<file path="config.mk">
export PLATFORM = sky130hd
export DESIGN_NAME = spi_cmd_engine
export DESIGN_NICKNAME = d
export VERILOG_FILES = /design/src/rtl/spi_cmd_engine.sv
export SDC_FILE = /design/constraint.sdc
export NUM_CORES = 1
export LEC_CHECK = 0
export ABC_CLOCK_PERIOD_IN_PS = 8000
export BUFFER_PORTS_ARGS = -buffer_cell sky130_fd_sc_hd__buf_2
export CELL_PAD_IN_SITES_DETAIL_PLACEMENT = 0
export CELL_PAD_IN_SITES_GLOBAL_PLACEMENT = 1
export CORE_UTILIZATION = 48
export CTS_BUF_LIST = sky130_fd_sc_hd__clkbuf_16
export CTS_CLUSTER_SIZE = 8
export DETAILED_ROUTE_END_ITERATION = 10
export HOLD_SLACK_MARGIN = 0.1
export PLACE_DENSITY_LB_ADDON = 0.1
export REMOVE_ABC_BUFFERS = 1
export SKIP_LAST_GASP = 1
export SYNTH_ARGS = -nofsm -noshare
export SYNTH_HDL_FRONTEND = slang
export SYNTH_SLANG_ARGS = --single-unit
</file>
<file path="constraint.sdc">
create_clock -name clk -period 8 [get_ports clk]
set_input_delay 0.4 -clock clk [delete_from_list [all_inputs] [get_ports clk]]
set_output_delay 0.4 -clock clk [all_outputs]
set_load 0.02 [all_outputs]
</file>
<file path="src/rtl/spi_cmd_engine.sv">
`timescale 1ns/1ps
module spi_cmd_engine #(
  parameter int HALF_DIV = 2,
  parameter logic [3:0] GO_KEY = 4'h5
) (
  input  logic       clk,
  input  logic       rst_n,
  input  logic       wr_en,
  input  logic [2:0] addr,
  input  logic [7:0] wdata,
  output logic [7:0] rdata,
  output logic       spi_sck,
  output logic       spi_cs_n,
  output logic       spi_mosi,
  input  logic       spi_miso
);
  localparam int DW = (HALF_DIV > 1) ? $clog2(HALF_DIV) : 1;
  localparam logic [DW-1:0] DIV_END = DW'(HALF_DIV - 1);

  typedef enum logic [1:0] {S_IDLE, S_SHIFT, S_TAIL} st_t;

  st_t         st;
  logic [7:0]  op_q, adr2_q, adr3_q, adr4_q, rd5_q, rd6_q, sh7_q;
  logic [1:0]  wcode_q, rcnt_q;
  logic [DW-1:0] div_q;
  logic [7:0]  tx_sr, rx_sr;
  logic [2:0]  bit_q, idx_q;
  logic        sck_q, cs_q;

  logic       busy, tick, go;
  logic [2:0] nout, last_idx, rd_slot;
  logic [7:0] rx_byte;

  assign busy     = (st != S_IDLE);
  assign tick     = (div_q == DIV_END);
  assign go       = wr_en && (addr == 3'd0) && !busy && (wdata[7:4] == GO_KEY);
  assign nout     = (wcode_q == 2'd0) ? 3'd1 : (wcode_q == 2'd1) ? 3'd2 :
                    (wcode_q == 2'd2) ? 3'd4 : 3'd5;
  assign last_idx = nout + {1'b0, rcnt_q} - 3'd1;
  assign rd_slot  = idx_q - nout;
  assign rx_byte  = rx_sr;

  assign spi_sck  = sck_q;
  assign spi_cs_n = cs_q;
  assign spi_mosi = tx_sr[7];

  function automatic logic [7:0] next_tx(input logic [2:0] i);
    if (i >= nout) return 8'h00;
    case (i)
      3'd1:    return (wcode_q == 2'd1) ? sh7_q : adr4_q;
      3'd2:    return adr3_q;
      3'd3:    return adr2_q;
      3'd4:    return sh7_q;
      default: return 8'h00;
    endcase
  endfunction

  always_comb begin
    case (addr)
      3'd0: rdata = {busy, 3'b000, rcnt_q, wcode_q};
      3'd1: rdata = op_q;
      3'd2: rdata = adr2_q;
      3'd3: rdata = adr3_q;
      3'd4: rdata = adr4_q;
      3'd5: rdata = rd5_q;
      3'd6: rdata = rd6_q;
      default: rdata = sh7_q;
    endcase
  end

  always_ff @(posedge clk or negedge rst_n) begin
    if (!rst_n) begin
      st <= S_IDLE;
      op_q <= '0; adr2_q <= '0; adr3_q <= '0; adr4_q <= '0;
      rd5_q <= '0; rd6_q <= '0; sh7_q <= '0;
      wcode_q <= '0; rcnt_q <= '0;
      div_q <= '0; tx_sr <= '0; rx_sr <= '0;
      bit_q <= '0; idx_q <= '0;
      sck_q <= 1'b0; cs_q <= 1'b1;
    end else begin
      if (wr_en && !busy) begin
        case (addr)
          3'd1: op_q   <= wdata;
          3'd2: adr2_q <= wdata;
          3'd3: adr3_q <= wdata;
          3'd4: adr4_q <= wdata;
          3'd7: sh7_q  <= wdata;
          default: ;
        endcase
      end
      case (st)
        S_IDLE: begin
          div_q <= '0;
          if (go) begin
            wcode_q <= wdata[1:0];
            rcnt_q  <= wdata[3:2];
            tx_sr   <= op_q;
            bit_q   <= '0;
            idx_q   <= '0;
            cs_q    <= 1'b0;
            st      <= S_SHIFT;
          end
        end
        S_SHIFT: begin
          div_q <= tick ? '0 : div_q + 1'b1;
          if (tick) begin
            if (!sck_q) begin
              sck_q <= 1'b1;
              rx_sr <= {rx_sr[6:0], spi_miso};
            end else begin
              sck_q <= 1'b0;
              bit_q <= bit_q + 3'd1;
              if (bit_q == 3'd7) begin
                if (idx_q >= nout) begin
                  case (rd_slot)
                    3'd0:    rd5_q <= rx_byte;
                    3'd1:    rd6_q <= rx_byte;
                    default: sh7_q <= rx_byte;
                  endcase
                end
                if (idx_q == last_idx) begin
                  cs_q  <= 1'b1;
                  tx_sr <= '0;
                  st    <= S_TAIL;
                end else begin
                  idx_q <= idx_q + 3'd1;
                  tx_sr <= next_tx(idx_q + 3'd1);
                end
              end else begin
                tx_sr <= {tx_sr[6:0], 1'b0};
              end
            end
          end
        end
        default: begin
          div_q <= tick ? '0 : div_q + 1'b1;
          if (tick) st <= S_IDLE;
        end
      endcase
    end
  end

  a_r7_cs_within_busy: assert property (@(posedge clk) disable iff (!rst_n)
    !spi_cs_n |-> busy);
  a_r6_sck_idle_low: assert property (@(posedge clk) disable iff (!rst_n)
    spi_cs_n |-> !spi_sck);
  a_r6_mosi_stable_rise: assert property (@(posedge clk) disable iff (!rst_n)
    $rose(spi_sck) |-> $stable(spi_mosi));
  a_r2_start: assert property (@(posedge clk) disable iff (!rst_n)
    (!busy && wr_en && addr == 3'd0 && wdata[7:4] == GO_KEY) |=> (busy && !spi_cs_n));
  a_r9_bad_key: assert property (@(posedge clk) disable iff (!rst_n)
    (!busy && wr_en && addr == 3'd0 && wdata[7:4] != GO_KEY) |=> !busy);
  a_r8_busy_ignore: assert property (@(posedge clk) disable iff (!rst_n)
    (busy && wr_en && addr == 3'd1) |=> $stable(op_q));
  a_r7_release_first: assert property (@(posedge clk) disable iff (!rst_n)
    $fell(busy) |-> spi_cs_n && $past(spi_cs_n));
endmodule

</file>
After elaboration in Yosys (flattened, before gate mapping) --
Index checks and enable logic that the tools add are counted. W data, S select, Z words.
Storage, ports and cells: register bits after elaboration 87, bits in writable memories 0, word-level logic and storage cells 129, memories 0, input bits 15, ROM bits 0, bits in latches 0
Cells by class: divide/modulo/power cells 0, mux-type cells 53, shift-type cells 0, eq/ne operators 24, magnitude comparators 2, reductions and logical operators 26, $add $sub $neg 6, multiply operators 0, bitwise logic cells 1
Operators by type and width (number):
- $mux W8 | 16
- $pmux W8 S7 | 1
- $pmux W8 S4 | 1
- $reduce_and A6 Y1 | 5
- $mux W3 | 9
- $eq A3 B3 Y1 const B | 6
- $pmux W8 S2 | 1
- $mux W1 | 15
- $eq A3 B2 Y1 const B | 4
- $mux W2 | 6
- $ne A2 B2 Y1 const B | 6
- $pmux W3 S2 | 2
- $reduce_and A2 Y1 | 6
- $eq A3 B1 Y1 const B | 3
- $add A3 B1 Y3 const B | 2
- $ge A3 B3 Y1 | 2
- $logic_not A3 Y1 | 2
- $reduce_bool A2 Y1 | 3
- $eq A2 B1 Y1 const B | 2
- $eq A4 B3 Y1 const B | 1
- $logic_and A1 B1 Y1 | 4
- $logic_not A2 Y1 | 2
- $pmux W2 S2 | 1
- $reduce_and A4 Y1 | 1
- other kinds (11) | 11

Logic depth before layout (Yosys ltp) --
Gate-level depths: netlist of the first run.
word-level depth 18, gate-level depth with buffers 12, gate-level depth less buffers 11

Least setup slack after synthesis of the first run --
Ideal clock, no wire load.
path kind reg2reg, from reg wcode_q[0], to reg rd6_q[0], stages on the path, launching flop included 11, buffers on the path 0, data arrival time 2.580 ns, clock period less this slack 2.705 ns, setup time 0.125 ns, setup slack 5.295 ns, cells stage by stage dfrtp_1 -> inv_1 -> ha_1 -> inv_1 -> ha_1 -> inv_1 -> fa_1 -> xnor2_1 -> nand2b_1 -> nor4_2 -> mux2_2
On the way: word-level cells in the longest chain between the ends 7, elaborated cells between the ends (all ways) 10, those cells by class 1 x add/sub; 1 x order compare; 3 x eq/ne; 3 x mux; 2 x reduce/logical
RTL lines:
- start: declaration | line 24 | logic [1:0] wcode_q, rcnt_q;
- start signal: assignment | line 95 | wcode_q <= wdata[1:0];
- $eq A2 B2 Y1 | line 38 | (wcode_q == 2'd2) ? 3'd4 : 3'd5;
- $mux W1 | line 38
- $mux W3 | line 37 | assign nout = (wcode_q == 2'd0) ? 3'd1 : (wcode_q == 2'd1) ? 3'd2 :
- $mux W3 (*) | line 37
- $sub A3 B3 Y3 | line 40 | assign rd_slot = idx_q - nout;
- $eq A3 B1 Y1 | line 115 | case (rd_slot)
- $reduce_and A6 Y1 (no line) (*)
- end signal: assignment | line 117 | 3'd1: rd6_q <= rx_byte;
- end: declaration | line 23 | logic [7:0] op_q, adr2_q, adr3_q, adr4_q, rd5_q, rd6_q, sh7_q;
Every way passes the cells marked *; elsewhere a longest branch is shown, timed or not. A chain may end at the register's enable or synchronous reset.

Worst setup path in the final report of the first run --
from reg wcode_q[0], to reg rd6_q[4]
Same word-level chain as after synthesis.

==> flow_summary.yaml, run 1 <==
synth:
  synth_top_area_frac: 0.441
  ys.flop_type: "dfrtp_1"
  synthCells: 424
  netlist_area_um2: 4880
  ys_warn_count: 0
  synth.distinct_cells: 55
  yosysSeqAreaShare: 0.447
  yosysTopAreaCell: "dfrtp_1"
  post_synth.cell_area_avg_um2: 11.5
  synth_edf_count: 0
  ys_top_cells_by_area: "dfrtp_1, mux2_2, ha_1"
  postSynth.asyncResetShare: 1.00
  synth-seq-cells: 87
timing:
  timing.hold.ws_ps: 232
  drv_slew: 0
  setup_slack_ps: 4970
  fin_crit_ps: 3030
  finalHoldViolCount: 0
  finalCritPeriodShare: 0.379
  rsz0062_at_grt: "no"
  setup_viol: 0
  clock.fmax_ghz: 0.330
  fin_skew_ps: 10.1
  slew_headroom: 0.238
  fin_setup_tns_ps: 0
  tightestPinTransition_ps: 1140
critical_path:
  crit_path_end_kind: "register"
  cpMaxStageDelayCell: "nor4_2"
  r2r_cells: 10
  crit_family: "simple AND/OR/NAND/NOR gates"
  r2r-end: "rd6_q[4]$_DFFE_PN0P_"
  crit_required_ps: 8220
  arrival_ps: 3250
  reg2reg_slack_ps: 4970
  slowest_delay_ps: 760
  start_kind: "register"
  critical_path_peak_fanout: 8
  cp_num_buf_inv: 3
  critPathKind: "reg2reg"
  crit_top_cell: "inv_1"
  crit_chain: "inv_1 > ha_1 > inv_1 > ha_1 > inv_1 > fa_1 > xnor2_1 > nand2b_1 > nor4_2 > mux2_2"
  reg2reg_from: "wcode_q[0]$_DFFE_PN0P_"
cells_and_area:
  drive_above_1_share: 0.346
  diodes: 0
  finalInstanceArea_um2: 5430
  fin_cells: 578
  area_growth_pct: 11.4
  n_fill_cell: 906
  layout.nets: 476
power_and_ir_drop:
  vdd_drop_max_uv: 123
  p_per_area_nw_per_um2: 239
  p_leak_nw: 2.51
route:
  drc: 0
  wirelength_mm: 12.3
  wire_per_inst_um: 21.2
  drt-initial-drc-count: 201
  dr.pass1.iters: 5
  vias: 3513
  via_per_inst: 6.08
  ant_nets: 0
clock_tree:
  ctsResizeCount: 0
  clkTransAtPathRegs_ps: 70
  cts_made_buffers: 9
  hold_buffers: 0
  clk_latency_ps: 340
  clock_path_buffers: 2
  post-cts-setup-buffers: 0
  cts_root_buf: "clkbuf_16"
  cts_tree: "yes"
  htreeDepth: 3
  cts.sinks: 87
global_routing:
  grt_pass1_vias: 3446
  overflow: 0
  grt_pass1_wl_mm: 19.6
  grt_max_degree: 88
  antenna_found_initial: 0
  grt_use_total: 0.251
placed_design:
  dp_hpwl_mm: 8.65
  dp_cells: 562
  finalWeightedCongestion: 0.824
  pre_cts_slack_ps: 4940
  numPortBuffers: 25
  place_area_um2: 5090
die:
  start_util: 0.497
  die_w_um: 103
  rows: 36
  dieArea_um2: 10600
  placeableCoreArea_um2: 9820
  fp.dieH_um: 103
  ios: 26
min_path:
  hp-class: "in2async"
job:
  maxCapViolations: 0
outcome:
  status: "finished clean"
-- through the flow --
stage               utilization  total power, mW
CTS                       0.553             1.31
floorplan                     -            0.716
global placement          0.518            0.814
detailed placement        0.518            0.822
global route              0.553             1.36
finish                    0.553             1.30
-- layout by cell type, fill, tap and decap left out, types with 9 or more instances in the layout --
master / n
mux2_2: 87
clkbuf_16: 9
inv_1: 13
dfrtp_1: 86
nor2_1: 35
ha_1: 20
a21oi_1: 25
nand2_1: 17
buf_2: 24
-- registers in the layout, indices dropped and copies added, names as in the netlist --
name and cells:
adr2_q 8, adr3_q 8, adr4_q 8, bit_q 3
div_q 1, idx_q 3, op_q 8, rcnt_q 2
rd5_q 8, rd6_q 8, rx_byte 8, sh7_q 8
spi_cs_n 1, spi_sck 1, st 2, tx_sr 8
wcode_q 2
-- Yosys cell counts, types with 8 or more instances --
library cell  number
nor3_1             8
clkbuf_1          11
a21oi_1           25
nand2_1           17
o21ai_0            8
nor2_1            35
ha_1              20
inv_1             13
nor2b_1            8
a31oi_1            9
mux2_2            87
dfrtp_1           86
a222oi_1           8
-- metal layers --
metal | wire length [µm] | track usage | part of all wire | vias to the layer above
li1 | - | - | - | 1600
met1 | 5910 | 0.377 | 0.48 | 1799
met3 | 634 | 0.0292 | 0.052 | 13
met4 | 127 | 0.0791 | 0.010 | 0
met2 | 5590 | 0.379 | 0.46 | 101
met5 | 0 | 0 | 0 | -
-- worst reg2reg max path, cell delays in order, from the launching register on --
cell and delay (ps):
dfrtp_1 410, inv_1 60, ha_1 300, inv_1 110, ha_1 180, inv_1 50, fa_1 370, xnor2_1 140
nand2b_1 110, nor4_2 760, mux2_2 420
-- worst max path at each step --
stage | startpoint | endpoint | slack, ps | depth (start not counted)
after floorplan | st[0]$_DFFE_PN0P_ | tx_sr[7]$_DFFE_PN0P_ | 5030 | 5
after global placement | wcode_q[0]$_DFFE_PN0P_ | rd6_q[5]$_DFFE_PN0P_ | 5020 | 10
after detailed placement | wcode_q[0]$_DFFE_PN0P_ | rd6_q[5]$_DFFE_PN0P_ | 4940 | 10
after CTS | wcode_q[0]$_DFFE_PN0P_ | rd6_q[1]$_DFFE_PN0P_ | 4930 | 10
after global routing | wcode_q[0]$_DFFE_PN0P_ | rd6_q[1]$_DFFE_PN0P_ | 4760 | 10
final | wcode_q[0]$_DFFE_PN0P_ | rd6_q[4]$_DFFE_PN0P_ | 4970 | 10
-- layout make-up --
type                       count  area (µm²)  area share
sequential                    87        2180       0.401
clock buffer                   9         225      0.0415
tap                          133         166      0.0306
multi-input combinational    301        2550       0.469
timing repair buffer          27         143      0.0263
clock inverter                 7         118      0.0217
inverter                      14        52.6     0.00968
-- report_power, final --
group          internal [mW]  switching [mW]  total [mW]
Sequential             0.487          0.0500       0.537
Combinational          0.115           0.159       0.274
Clock                  0.306           0.180       0.487
-- logic make-up after synthesis --
group | after synthesis | synth area share
buffers and inverters | 36 | 0.0318
adders and majority gates | 21 | 0.0554
muxes | 92 | 0.214
AOI/OAI and AO/OA | 91 | 0.140
DFF | 87 | 0.447
and+or+nand+nor | 90 | 0.0965
xor gates and xnor gates | 7 | 0.0157
No activity file was read; power rests on OpenSTA's default activity.
==> run 2, diff against run 1 <==
- ABC_CLOCK_PERIOD_IN_PS: 8000 -> 2500
- CORE_UTILIZATION: 48 -> 45
- clock period: 8 -> 2.5 ns (I/O delays scaled with it)
==> run 2 against run 1 <==
  * The flow now finishes with violations (setup timing)
  * Sequential cell count did not move
  * Worst hold slack worse by 110 ps
  * Sequential share of layout area down 3.6 points
  * Count of clock-buffer cells in the layout unchanged
==> flow_summary.yaml, run 2 (synthesized netlist as in run 1, its figures left out) <==
outcome:
  status: "finished, violations left"
  violations: "setup timing"
die:
  dieArea_um2: 11300
  ios: 26
  placeableCoreArea_um2: 10400
  die_w_um: 106
  start_util: 0.468
  rows: 37
  fp.dieH_um: 106
critical_path:
  start_kind: "register"
  critPathKind: "reg2reg"
  critical_path_peak_fanout: 8
  arrival_ps: 2870
  crit_path_end_kind: "register"
  reg2reg_slack_ps: -160
  crit_required_ps: 2720
timing:
  setup_slack_ps: -157
  slew_headroom: 0.541
  fin_skew_ps: 9.51
  setup_viol: 34
  fin_setup_tns_ps: -2470
  clock.fmax_ghz: 0.376
  rsz0062_at_grt: "yes"
  finalCritPeriodShare: 1.06
  drv_slew: 0
  fin_crit_ps: 2660
  tightestPinTransition_ps: 679
  finalHoldViolCount: 0
global_routing:
  grt_pass1_vias: 3661
  antenna_found_initial: 0
  grt_pass1_wl_mm: 20.8
  grt_use_total: 0.246
  overflow: 0
  grt_max_degree: 47
power_and_ir_drop:
  p_leak_nw: 2.73
  p_per_area_nw_per_um2: 699
  vdd_drop_max_uv: 396
clock_tree:
  cts_root_buf: "clkbuf_16"
  cts.sinks: 87
  clock_path_buffers: 2
  clkTransAtPathRegs_ps: 70
  htreeDepth: 3
  cts_made_buffers: 9
  cts_tree: "yes"
  clk_latency_ps: 340
route:
  vias: 3667
  wirelength_mm: 12.9
  via_per_inst: 5.89
  wire_per_inst_um: 20.7
  drc: 0
  drt-initial-drc-count: 228
  dr.pass1.iters: 5
  ant_nets: 0
placed_design:
  numPortBuffers: 25
  place_area_um2: 5370
  pre_cts_slack_ps: -302
  finalWeightedCongestion: 0.795
  dp_hpwl_mm: 9.25
cells_and_area:
  layout_commonest_cell: "dfrtp_1"
  diodes: 0
  final_util: 0.573
  finalInstanceArea_um2: 5970
  final_cell_mix: "dfrtp_1, mux2_2, buf_4"
  n_fill_cell: 901
  area_growth_pct: 22.4
  layout.nets: 518
  drive_above_1_share: 0.446
job:
  maxCapViolations: 0
min_path:
  hp-class: "in2reg"
==> run 2: per-stage QoR <==
stage                     power [mW]  cells  hold WS (ps)
after global placement          2.71    600           188
final                           4.17    623           118
after floorplan                 2.29    402          -171
after CTS                       4.11    621           115
after detailed placement        2.73    600           188
after global routing            4.39    623           133
==> run 2: layout make-up <==
cell class                 count  area [µm²]  area share
multi-input combinational    301        2770       0.464
sequential                    87        2180       0.365
timing repair buffer          69         502      0.0841
clock buffer                   9         225      0.0378
tap                          136         170      0.0285
clock inverter                 7        67.6      0.0113
inverter                      14        57.6     0.00965
==> run 2: path summary, 6_finish.rpt <==
kind / end / start / cells past startpoint
worst max-delay path: rd5_q[6]$_DFFE_PN0P_ / wcode_q[1]$_DFFE_PN0P_ / 10
max in group asynchronous: adr4_q[5]$_DFFE_PN0P_ / rst_n / 3
worst min register to register: tx_sr[6]$_DFFE_PN0P_ / tx_sr[6]$_DFFE_PN0P_ / 2
min in group asynchronous: st[0]$_DFFE_PN0P_ / rst_n / 2
worst max register to register: rd5_q[6]$_DFFE_PN0P_ / wcode_q[1]$_DFFE_PN0P_ / 10
worst min-delay path: adr3_q[5]$_DFFE_PN0P_ / wdata[5] / 2
==> run 2: power breakdown <==
| part | leakage [nW] | internal, mW | switching (mW) | total (mW) |
|---|---|---|---|---|
| combinational | 1.44 | 0.549 | 0.617 | 1.17 |
| sequential | 1.15 | 1.56 | 0.141 | 1.70 |
| clock | 0.139 | 0.695 | 0.610 | 1.30 |
| total | 2.73 | 2.80 | 1.37 | 4.17 |
==> run 2: timing repair <==
item	4_1_cts	5_1_grt
endpoints found under the hold margin	44	0
hold buffers	2	0
setup endpoints to repair	34	38
gates resized for setup	19	37
cloned	0	0
pin swaps	13	16
buffers inserted	3	4
==> run 2: metal layers <==
| layer | GRT usage | vias to the layer above | routed length [µm] |
|---|---|---|---|
| met1 | 0.364 | 1851 | 6220 |
| met2 | 0.373 | 107 | 5780 |
| met3 | 0.0362 | 17 | 645 |
| met5 | 0 | - | 0 |
| met4 | 0.0734 | 0 | 237 |
| li1 | - | 1692 | - |
==> run 2: critical path, cell delays in order (launching register included) <==
cell and delay (ps):
dfrtp_1 360, inv_2 50, buf_6 110, ha_4 270, inv_4 40, ha_4 150
inv_2 50, fa_2 430, nand2b_4 160, or4b_4 580, mux2_4 330
